## src/rtl/bilingual_router_pkg.sv

```systemverilog
package bilingual_router_pkg;

    typedef enum logic [1:0] {
        LISTEN_STEREO = 2'b00,
        LISTEN_MAIN   = 2'b01,
        LISTEN_SUB    = 2'b10,
        LISTEN_ALT    = 2'b11
    } listen_e;

    typedef enum logic [1:0] {
        SRC_LEFT  = 2'b00,
        SRC_RIGHT = 2'b01,
        SRC_MIX   = 2'b10
    } src_e;

    // Output slot order inside the routing vector
    localparam int unsigned SLOT_LINE_L = 0;
    localparam int unsigned SLOT_LINE_R = 1;
    localparam int unsigned SLOT_HP_L   = 2;
    localparam int unsigned SLOT_HP_R   = 3;
    localparam int unsigned SLOT_SPK    = 4;
    localparam int unsigned NUM_SLOTS   = 5;

    // Undefined code 11 folds onto stereo
    function automatic listen_e fold_mode(input logic [1:0] raw);
        case (raw)
            2'b01:   return LISTEN_MAIN;
            2'b10:   return LISTEN_SUB;
            default: return LISTEN_STEREO;
        endcase
    endfunction

endpackage

```

## src/rtl/router_mix_avg.sv

```systemverilog
module router_mix_avg #(
    parameter int unsigned SAMPLE_W = 16
) (
    input  logic signed [SAMPLE_W-1:0] a_i,
    input  logic signed [SAMPLE_W-1:0] b_i,
    output logic signed [SAMPLE_W-1:0] avg_o
);
    localparam int unsigned WIDE_W = SAMPLE_W + 1;
    localparam logic signed [SAMPLE_W-1:0] MAX_V = {1'b0, {(SAMPLE_W-1){1'b1}}};
    localparam logic signed [SAMPLE_W-1:0] MIN_V = {1'b1, {(SAMPLE_W-1){1'b0}}};

    logic signed [WIDE_W-1:0] sum_w;
    logic signed [WIDE_W-1:0] half_w;

    always_comb begin
        sum_w  = {a_i[SAMPLE_W-1], a_i} + {b_i[SAMPLE_W-1], b_i};
        half_w = sum_w >>> 1;
        if (half_w[WIDE_W-1] != half_w[WIDE_W-2]) begin
            avg_o = half_w[WIDE_W-1] ? MIN_V : MAX_V;
        end else begin
            avg_o = half_w[SAMPLE_W-1:0];
        end
    end
endmodule

```

## src/rtl/router_select.sv

```systemverilog
module router_select
    import bilingual_router_pkg::*;
#(
    parameter int unsigned SAMPLE_W = 16
) (
    input  logic [1:0]                 mode_i,
    input  logic                       mono_line_i,
    input  logic signed [SAMPLE_W-1:0] left_i,
    input  logic signed [SAMPLE_W-1:0] right_i,
    input  logic signed [SAMPLE_W-1:0] mix_i,
    output logic [NUM_SLOTS*SAMPLE_W-1:0] slots_o
);
    listen_e mode_f;
    src_e    src [NUM_SLOTS];

    always_comb begin
        mode_f = fold_mode(mode_i);
        case (mode_f)
            LISTEN_MAIN: begin
                for (int s = 0; s < NUM_SLOTS; s++) src[s] = SRC_LEFT;
            end
            LISTEN_SUB: begin
                for (int s = 0; s < NUM_SLOTS; s++) src[s] = SRC_RIGHT;
            end
            default: begin
                src[SLOT_LINE_L] = SRC_LEFT;
                src[SLOT_HP_L]   = SRC_LEFT;
                src[SLOT_LINE_R] = SRC_RIGHT;
                src[SLOT_HP_R]   = SRC_RIGHT;
                src[SLOT_SPK]    = SRC_MIX;
            end
        endcase
        if (mono_line_i) src[SLOT_LINE_L] = SRC_MIX;
    end

    for (genvar g = 0; g < NUM_SLOTS; g++) begin : g_slot
        always_comb begin
            case (src[g])
                SRC_RIGHT: slots_o[g*SAMPLE_W +: SAMPLE_W] = right_i;
                SRC_MIX:   slots_o[g*SAMPLE_W +: SAMPLE_W] = mix_i;
                default:   slots_o[g*SAMPLE_W +: SAMPLE_W] = left_i;
            endcase
        end
    end
endmodule

```

## src/rtl/bilingual_router.sv

```systemverilog
module bilingual_router
    import bilingual_router_pkg::*;
#(
    parameter int unsigned SAMPLE_W = 16
) (
    input  logic                       clk,
    input  logic                       rst_n,
    input  logic                       in_valid,
    input  logic signed [SAMPLE_W-1:0] in_left,
    input  logic signed [SAMPLE_W-1:0] in_right,
    input  logic [1:0]                 listen_mode,
    input  logic                       mono_line,
    output logic                       out_valid,
    output logic signed [SAMPLE_W-1:0] line_left,
    output logic signed [SAMPLE_W-1:0] line_right,
    output logic signed [SAMPLE_W-1:0] hp_left,
    output logic signed [SAMPLE_W-1:0] hp_right,
    output logic signed [SAMPLE_W-1:0] speaker
);
    localparam int unsigned BUS_W = NUM_SLOTS * SAMPLE_W;

    typedef struct packed {
        logic             vld;
        logic [BUS_W-1:0] slots;
    } out_state_t;

    out_state_t state_d;
    out_state_t state_q;

    logic signed [SAMPLE_W-1:0] mix_w;
    logic [BUS_W-1:0]           routed_w;

    router_mix_avg #(.SAMPLE_W(SAMPLE_W)) u_mix (
        .a_i   (in_left),
        .b_i   (in_right),
        .avg_o (mix_w)
    );

    router_select #(.SAMPLE_W(SAMPLE_W)) u_sel (
        .mode_i      (listen_mode),
        .mono_line_i (mono_line),
        .left_i      (in_left),
        .right_i     (in_right),
        .mix_i       (mix_w),
        .slots_o     (routed_w)
    );

    // Controls are consumed with the sample, so a routing change lands on a sample boundary
    always_comb begin
        state_d     = state_q;
        state_d.vld = in_valid;
        if (in_valid) begin
            state_d.slots = routed_w;
        end
    end

    always_ff @(posedge clk) begin
        if (!rst_n) begin
            state_q <= '0;
        end else begin
            state_q <= state_d;
        end
    end

    assign out_valid  = state_q.vld;
    assign line_left  = state_q.slots[SLOT_LINE_L*SAMPLE_W +: SAMPLE_W];
    assign line_right = state_q.slots[SLOT_LINE_R*SAMPLE_W +: SAMPLE_W];
    assign hp_left    = state_q.slots[SLOT_HP_L*SAMPLE_W +: SAMPLE_W];
    assign hp_right   = state_q.slots[SLOT_HP_R*SAMPLE_W +: SAMPLE_W];
    assign speaker    = state_q.slots[SLOT_SPK*SAMPLE_W +: SAMPLE_W];
endmodule

```

## config.mk

```make
export PLATFORM = sky130hd
export DESIGN_NAME = bilingual_router
export DESIGN_NICKNAME = d
export VERILOG_FILES = /design/src/rtl/bilingual_router_pkg.sv /design/src/rtl/router_mix_avg.sv /design/src/rtl/router_select.sv /design/src/rtl/bilingual_router.sv
export SDC_FILE = /design/constraint.sdc
export NUM_CORES = 1
export LEC_CHECK = 0
export ABC_AREA = 1
export BUFFER_PORTS_ARGS = -buffer_cell sky130_fd_sc_hd__clkbuf_2
export CAP_MARGIN = 20
export CORE_MARGIN = 2
export CORE_UTILIZATION = 45
export CTS_BUF_LIST = sky130_fd_sc_hd__clkbuf_4 sky130_fd_sc_hd__clkbuf_8
export DETAILED_ROUTE_END_ITERATION = 10
export PLACE_DENSITY = 0.75
export SETUP_SLACK_MARGIN = 0.15
export SYNTH_ARGS = -nofsm -noshare
export SYNTH_HDL_FRONTEND = slang
export SYNTH_HIERARCHICAL = 1
export SYNTH_SLANG_ARGS = --single-unit
export TNS_END_PERCENT = 30
```

## constraint.sdc

```tcl
create_clock -name clk -period 2.49 [get_ports clk]
set_input_delay 0.498 -clock clk [delete_from_list [all_inputs] [get_ports clk]]
set_output_delay 0.498 -clock clk [all_outputs]
set_load 0.01 [all_outputs]
```

== After elaboration in Yosys (flattened, before gate mapping) ==
Cells that the tools add are included.

* Add/sub/neg operators: 1
* Equality and inequality tests: 14
* Multiplexer cells: 8

{| class="wikitable"
|+ Operators with widths
! operator !! count
|-
| $pmux 16 s2 || 5
|-
| $pmux 9 s2 || 1
|-
| $add 16x16->17 || 1
|-
| $eq 2x1->1 const B || 7
|-
| $eq 2x2->1 const B || 7
|-
| $pmux 2 s2 || 1
|-
| $mux 2 || 1
|}

* Register bits: 81
* Input bits: 38
* Output and inout bits: 81
* Logic and storage cells: 25

== Depth between registers and ports, before layout ==
Gate-level depths: netlist (run 1).

* Depth after elaboration: 7
* Mapped depth: 19
* Mapped depth without buffers: 19

== Cells and area by module ==
Netlist (run 1), hierarchy kept.

{| class="wikitable"
|+ By module, submodules not included
! module !! times used !! cells each !! area each (um2) !! sequential area each (um2)
|-
| bilingual_router || 1 || 510 || 3,300.7 || 1,621.6
|-
| router_select || 1 || 265 || 1,217.4 || 0.0
|-
| router_mix_avg || 1 || 197 || 1,009.7 || 0.0
|}

== Worst setup path before layout (run 1) ==
No wires, ideal clock.

* Path kind: input to register
* From: input in_left[0]
* To: register state_q, in the netlist speaker[15]
* Setup time: 0.113 ns
* Data arrival time: 1.847 ns
* Required time: 2.377 ns
* Slack: 0.530 ns
* Stages on the path: 19
* Buffers on the path: 0
* Cell sequence: nand2_1 > inv_1 > fa_1 > nand2_1 > nand2_1 > nand3_1 > nand2_2 > nand2_1 > nand2_1 > nand2_1 > nand2_1 > nand2_1 > nand2_1 > nand2_1 > nand2_1 > inv_1 > nand2_1 > nand2_1 > nor2_1

* Cells in the longest elaborated chain, start to end: 2

{| class="wikitable"
|+ RTL lines
! what !! RTL line !! text
|-
| start: declaration || bilingual_router.sv:9 || <nowiki>input logic signed [SAMPLE_W-1:0] in_left,</nowiki>
|-
| $add 16x16->17 || router_mix_avg.sv:16 || <nowiki>sum_w = {a_i[SAMPLE_W-1], a_i} + {b_i[SAMPLE_W-1], b_i};</nowiki>
|-
| via mix_w[15] || bilingual_router.sv:30 || <nowiki>logic signed [SAMPLE_W-1:0] mix_w;</nowiki>
|-
| $pmux 16 s2 || router_select.sv:38 || <nowiki>case (src[g])</nowiki>
|-
| via routed_w[79] || bilingual_router.sv:31 || <nowiki>logic [BUS_W-1:0] routed_w;</nowiki>
|-
| end signal: assignment || bilingual_router.sv:61 || <nowiki>state_q <= state_d;</nowiki>
|-
| end: declaration || bilingual_router.sv:28 || <nowiki>out_state_t state_q;</nowiki>
|}

The timed path passes the listed nets, and every way through them passes these cells.
A chain may end at the register's enable or synchronous reset.

== Final worst setup path (run 1) ==
* From: input in_left[0]
* To: register state_q, in the netlist line_left[11]

The elaborated chain is that of the path after synthesis.

==> metrics.cfg, run 1 <==
[setup_path]
max_stage_delay_ns = 0.40
critPathLaunchType = input pin
critPathKind = in2reg
cp.depth = 18
end_kind = flop
required_ns = 2.76
cp_common_cell = nand2_1
cp_max_fo = 4
worstPathCellList = clkbuf_2 -> nand2_1 -> inv_1 -> fa_1 -> nand2_1 -> nand2_1 -> nand3_1 -> nand2_2 -> nand2_1 -> nand2_1 -> nand2_1 -> nand2_1 -> nand2_1 -> nand3_1 -> inv_1 -> nand2_1 -> nand2_1 -> nor2_1
crit_family = simple AND/OR/NAND/NOR gates
path_buf_inv = 3
crit_arrival_ns = 2.29
rr_worst_depth = 2
slowest_stage = fa_1

[synth]
yosysSeqAreaShare_pct = 29.3
async_flop_share_pct = 0
avgSynthCellArea_um2 = 5.69
synthesis.area_um2 = 5530
yosys-top-cells-count = nand2_1 (374), nor2_1 (183), inv_1 (142)
synth_top_cells_by_area = dfxtp_1 (29%), nand2_1 (25%), nor2_1 (12%)
yosysWarnings = 6
yosysTopAreaCell = dfxtp_1
synthMostInstantiatedCell = nand2_1
synth_edf_count = 0
synth_cell_types = 24
synth_top_area_share_pct = 29.3
synthFlopType = dfxtp_1
netlist_instances = 972
synth-seq-cells = 81
syn-num-nets = 1029

[sta]
skew_ns = 0
setup_viol = 0
fin_crit_ns = 2.02
slew_headroom_pct = 54.1
slew_viol_final = 0
timing.final.crit_share_pct = 81.3
hold_viol = 0
hold_ws_ns = 0.472
setup_slack_ns = 0.465
tns_ns = 0
max_clock_freq_mhz = 494
rsz0062_at_grt = false
tightest_slew_ns = 0.688

[route]
drt-pass1-iter-count = 5
postRouteAntennaNets = 0
drcViolationCount = 0
drt-initial-drc-count = 468
wl_um = 16200
vias = 5666
vias_per_cell = 4.70
wl_per_cell_um = 13.5

[grt]
grt_max_degree = 82
grt_overflow = 0
antenna_found_initial = 0
grt_pass1_wl_um = 25600
first_global_vias = 5053
gr-usage-all-layers_pct = 25.0

[floorplanning]
num_io_pins = 119
die_w_um = 115
die_area_um2 = 13200
row_count = 40
initial_utilization_pct = 46.0
core-area_um2 = 12000
die_y_um = 115

[power_and_ir_drop]
seq_power_share_pct = 42.8
power.density_nw_per_um2 = 546
p_sw_mw = 1.26
p_leak_nw = 3.83
intPower_mw = 2.14
peakVddDrop_mv = 0.298
p_comb_share_pct = 30.9
sw_frac_of_total_pct = 37.1
p_clk_share_pct = 26.3

[clock_network]
cts_buffers = 9
numClockSinks = 81
htree_levels = 3
cts_setup_buffers = 0
clk_pin_slew_ns = 0.08
clk_latency_ns = 0.37
cts_buffer_depth = 2
hold_buffers = 0
post_cts_resized = 0
cts_tree = done
root_buffer = clkbuf_8

[cells_and_area]
fillers = 1296
finalNetCount = 1111
diodes = 0
drive_gt1_share_pct = 16.0
multi_input_area_um2 = 2950
synthToLayoutAreaGrowth_pct = 12.8
register_area_um2 = 1620

[placed_design]
port_buffers = 118
dp_hpwl_um = 12200
gp_congestion = 1.01
pre_cts_ws_ns = 0.128

[worst_hold_path]
hp-class = reg2reg
hold-path-cell-count = 2

[flow_run]
drv_cap = 0

[status]
status = completed

-- state kept, by name, indices dropped and copies added (netlist names) --
signal      count
speaker        16
hp_right       16
line_left      16
out_valid       1
line_right     16
hp_left        16
-- final cells by class --
cell class | count | share of cell area (%)
clock buffer | 10 | 2.11
clock inverter | 6 | 0.702
inverter | 147 | 8.85
multi-input combinational | 684 | 47.3
sequential | 81 | 26.0
tap | 147 | 2.95
timing repair buffer | 131 | 12.1
-- path summary, 6_finish.rpt --
kind / startpoint / endpoint / slack [ns]
setup reg to reg: speaker[15] / speaker[15] / 1.88
setup / recovery: in_left[0] / line_left[11] / 0.47
hold / removal: hp_left[8] / hp_left[8] / 0.47
hold reg to reg: hp_left[8] / hp_left[8] / 0.47
-- power groups by stage --
stage / clock [mW] / sequential (mW) / combinational (mW)
2_1_floorplan: 0 / 1.53 / 0.688
3_3_place_gp: 0 / 1.49 / 1.04
3_5_place_dp: 0 / 1.49 / 1.04
4_1_cts: 0.918 / 1.46 / 1.05
5_1_grt: 0.978 / 1.47 / 1.19
6_report: 0.898 / 1.46 / 1.05
-- worst min-delay path, cell delays in order (launching register included) --
cell     delay (ns)
dfxtp_1        0.31
nor2_1         0.08
nor2_1         0.04
-- per-stage QoR --
| step | instance area (um2) | instances | total power, mW | util, % |
|---|---|---|---|---|
| 3_5_place_dp | 6060 | 1190 | 2.53 | 50.5 |
| 3_3_place_gp | 6060 | 1190 | 2.52 | 50.5 |
| 2_1_floorplan | 5530 | 972 | 2.21 | - |
| 4_1_cts | 6240 | 1206 | 3.42 | 51.9 |
| 5_1_grt | 6240 | 1206 | 3.64 | 51.9 |
| 6_report | 6240 | 1206 | 3.41 | 51.9 |
-- logic make-up after synthesis --
logic type	share of synthesized area, %
AO/OA/AOI/OAI	3.78
XOR/XNOR	1.11
adder cells (fa/ha/maj)	4.44
buffers and inverters	17.3
flip-flops	29.3
AND/OR/NAND/NOR	44.1
-- layout by cell type, fill, tap and decap left out, drive strengths merged --
cell	instances
clkinvlp	4
a21oi	25
inv	147
fa	1
nand2	386
nand3b	1
nor2	184
ha	18
dfxtp	81
buf	14
o21ai	16
clkbuf	127
nor3	4
clkinv	2
xnor2	1
or2	1
xor2	6
nand3	41
-- per-layer routing --
metal / share of wire [%] / wire length [um] / global-route usage, %
met5: 0 / 0 / 0
met3: 7.2 / 1170 / 5.32
met2: 42 / 6830 / 37.5
met4: 3.1 / 495 / 10.5
met1: 48 / 7730 / 34.9
No activity file was read; power rests on OpenSTA's default activity.
==> run 2: changes to the inputs <==
--- a/config.mk
+++ b/config.mk
@@ -5,14 +5,14 @@
 export SDC_FILE = /design/constraint.sdc
 export NUM_CORES = 1
 export LEC_CHECK = 0
-export ABC_AREA = 1
+export ABC_AREA = 0
 export BUFFER_PORTS_ARGS = -buffer_cell sky130_fd_sc_hd__clkbuf_2
 export CAP_MARGIN = 20
 export CORE_MARGIN = 2
 export CORE_UTILIZATION = 45
 export CTS_BUF_LIST = sky130_fd_sc_hd__clkbuf_4 sky130_fd_sc_hd__clkbuf_8
 export DETAILED_ROUTE_END_ITERATION = 10
-export PLACE_DENSITY = 0.75
+export PLACE_DENSITY = 0.78
 export SETUP_SLACK_MARGIN = 0.15
 export SYNTH_ARGS = -nofsm -noshare
 export SYNTH_HDL_FRONTEND = slang
==> constraint.sdc (replaced) <==
create_clock -name clk -period 1.82 [get_ports clk]
set_input_delay 0.364 -clock clk [delete_from_list [all_inputs] [get_ports clk]]
set_output_delay 0.364 -clock clk [all_outputs]
set_load 0.01 [all_outputs]
==> run 2 against run 1 <==
The flow now finishes with violations (setup timing). Die area is 9.2% lower. Flip-flop and latch count stayed put. Critical path depth fell by 6. Clock power rose by 58%. Critical endpoint is now speaker[13]. Largest cell class unchanged. Largest power group unchanged.
==> metrics.cfg, run 2 <==
[status]
status = finished with violations  ; was completed
violations = setup timing

[grt]
grt_overflow = 0  ; unchanged
first_global_vias = 4215  ; was 5,053
gr-usage-all-layers_pct = 23.0  ; was 25.0%
antenna_found_initial = 0  ; unchanged
grt_max_degree = 82  ; unchanged
grt_pass1_wl_um = 21100  ; was 25,600 um

[route]
postRouteAntennaNets = 0  ; unchanged
drt-pass1-iter-count = 6  ; was 5
wl_per_cell_um = 17.0  ; was 13.5 um
drt-initial-drc-count = 121  ; was 468
wl_um = 13800  ; was 16,200 um
vias_per_cell = 5.22  ; was 4.70
vias = 4233  ; was 5,666
drcViolationCount = 0  ; unchanged

[cells_and_area]
finalNonFillerCells = 811  ; was 1,206
finalNetCount = 723  ; was 1,111
diodes = 0  ; unchanged
layout_commonest_cell = clkbuf_2  ; was nand2_1
drive_gt1_share_pct = 45.0  ; was 16.0%
fin_area_um2 = 6610  ; was 6240 um2
mostFrequentLayoutCells = clkbuf_2 (116), nor2b_1 (82), mux2i_1 (81), dfxtp_1 (81), buf_4 (75)  ; was nand2_1 (374), nor2_1 (183), inv_1 (142)
synthToLayoutAreaGrowth_pct = 32.2  ; was 12.8%

[clock_network]
clk_pin_slew_ns = 0.09  ; was 0.08 ns
numClockSinks = 81  ; unchanged
cts_tree = done  ; unchanged
root_buffer = clkbuf_8  ; unchanged
cts_buffer_depth = 2  ; unchanged
htree_levels = 3  ; unchanged
clk_latency_ns = 0.37  ; about the same
hold_buffers = 0  ; unchanged
cts_buffers = 9  ; unchanged

[setup_path]
critPathKind = in2reg  ; unchanged
worstSetupStartpoint = in_left[0]  ; unchanged
required_ns = 2.08  ; was 2.76 ns
cp_max_fo = 4  ; unchanged
worstReg2RegStart = line_left[7]  ; was speaker[15]
end_kind = flop  ; unchanged
crit_arrival_ns = 2.50  ; was 2.29 ns
critPathLaunchType = input pin  ; unchanged

[floorplanning]
die_area_um2 = 12000  ; was 13,200 um2
die_y_um = 109  ; was 115 um
core-area_um2 = 10800  ; was 12,000 um2
num_io_pins = 119  ; unchanged
initial_utilization_pct = 46.1  ; was 46.0%
row_count = 38  ; was 40
die_w_um = 109  ; was 115 um

[sta]
slew_headroom_pct = 75.8  ; was 54.1%
skew_ns = 0  ; unchanged
setup_viol = 23  ; was 0
rsz0062_at_grt = true  ; was false
hold_viol = 0  ; unchanged
max_clock_freq_mhz = 447
tightest_slew_ns = 0.363  ; was 0.688 ns
fin_crit_ns = 2.23
timing.final.crit_share_pct = 123
setup_slack_ns = -0.415  ; was 0.465 ns
slew_viol_final = 0  ; unchanged

[synth]
yosysTopAreaCell = dfxtp_1  ; unchanged
yosysWarnings = 6  ; unchanged
async_flop_share_pct = 0  ; unchanged
synth_cell_types = 47  ; was 24
synth_edf_count = 0  ; unchanged
synth_top_area_share_pct = 32.4  ; was 29.3%
netlist_instances = 502  ; was 972
yosysSeqAreaShare_pct = 32.4  ; was 29.3%
avgSynthCellArea_um2 = 9.96  ; was 5.69 um2
synthFlopType = dfxtp_1  ; unchanged
synth-seq-cells = 81  ; unchanged
synth_top_cells_by_area = dfxtp_1 (32%), mux2i_1 (16%), nor2b_1 (10%)  ; was dfxtp_1 (29%), nand2_1 (25%), nor2_1 (12%)
syn-num-nets = 559  ; was 1,029
yosys-top-cells-count = mux2i_1 (82), nor2b_1 (82), dfxtp_1 (81)  ; was nand2_1 (374), nor2_1 (183), inv_1 (142)
synthesis.area_um2 = 5000  ; was 5530 um2

[placed_design]
dp_hpwl_um = 9880  ; was 12,200 um
dpl-instance-area_um2 = 6080  ; was 6060 um2
post-place-cells = 788  ; was 1,190
port_buffers = 118  ; unchanged
gp_congestion = 0.902  ; was 1.01

[power_and_ir_drop]
peakVddDrop_mv = 0.610  ; was 0.298 mV
p_leak_nw = 3.09  ; was 3.83 nW
power.density_nw_per_um2 = 757  ; was 546 nW/um2

[worst_hold_path]
min_from = in_left[15]  ; was hp_left[8]
hp-class = in2reg  ; was reg2reg

[flow_run]
drv_cap = 0  ; unchanged

-- run 2: metrics by stage --
stage / hold slack (ns) / setup slack (ns) / setup TNS [ns] / util [%] / total power [mW]
floorplan: 0.538 / -0.537 / -6.32 / - / 2.94
global placement: 0.494 / -0.792 / -15.27 / 56.0 / 3.42
detailed placement: 0.505 / -0.864 / -15.91 / 56.0 / 3.46
CTS: 0.424 / -0.385 / -4.94 / 58.6 / 4.92
global route: 0.463 / -0.521 / -6.72 / 60.9 / 5.24
finish: 0.439 / -0.415 / -4.74 / 60.9 / 5.00
-- run 2: cells by family (layout without fill, tap and decap cells) --
logic type	Yosys count	after routing	synth area share (%)
buf+inv	54	223	7.81
xor+xnor	10	10	1.75
fa+ha+maj	19	19	4.91
compound gates	74	74	9.66
flops	81	81	32.4
mux	130	130	28.2
simple gates	134	134	15.2
-- run 2: critical path: stages --
cell,delay (ns)
buf_6,0.09
and2_4,0.15
fa_2,0.34
a21o_1,0.19
a311o_1,0.32
and3_4,0.21
nor4b_4,0.25
a211oi_2,0.09
a22oi_1,0.21
o21ai_1,0.09
mux2i_1,0.13
nor2b_1,0.06
-- run 2: repair_timing --
| item | CTS | global route |
|---|---|---|
| hold endpoints to repair | 0 | 0 |
| resized for setup | 12 | 35 |
| buffers inserted | 3 | 4 |
| endpoints found under the setup margin | 24 | 28 |
| pin swaps | 9 | 15 |
-- run 2: where the power goes --
group	leakage [nW]	switching [mW]	total (mW)	internal (mW)
sequential	0.668	0.0773	1.99	1.91
clock	0.106	0.692	1.42	0.725
combinational	2.31	0.779	1.59	0.816
-- run 2: path summary, 6_finish.rpt --
kind	endpoint	slack, ns	cells after the start
max	speaker[13]	-0.41	12
min	speaker[15]	0.44	5
max reg2reg	line_left[7]	1.15	2
min reg2reg	speaker[2]	0.52	2
-- run 2: final cells by class --
cell class | instances | area (um2)
clock buffer | 12 | 159
fill | 911 | 4230
sequential | 81 | 1620
inverter | 7 | 26.3
tap | 140 | 175
multi-input combinational | 367 | 3260
timing repair buffer | 200 | 1320
clock inverter | 4 | 51.3
-- run 2: metal layers --
| metal | share of wire, % | GRT usage (%) |
|---|---|---|
| met1 | 44 | 28.3 |
| met2 | 46 | 37.1 |
| met3 | 7.0 | 6.16 |
| met4 | 2.9 | 11.2 |
| met5 | 0 | 0 |
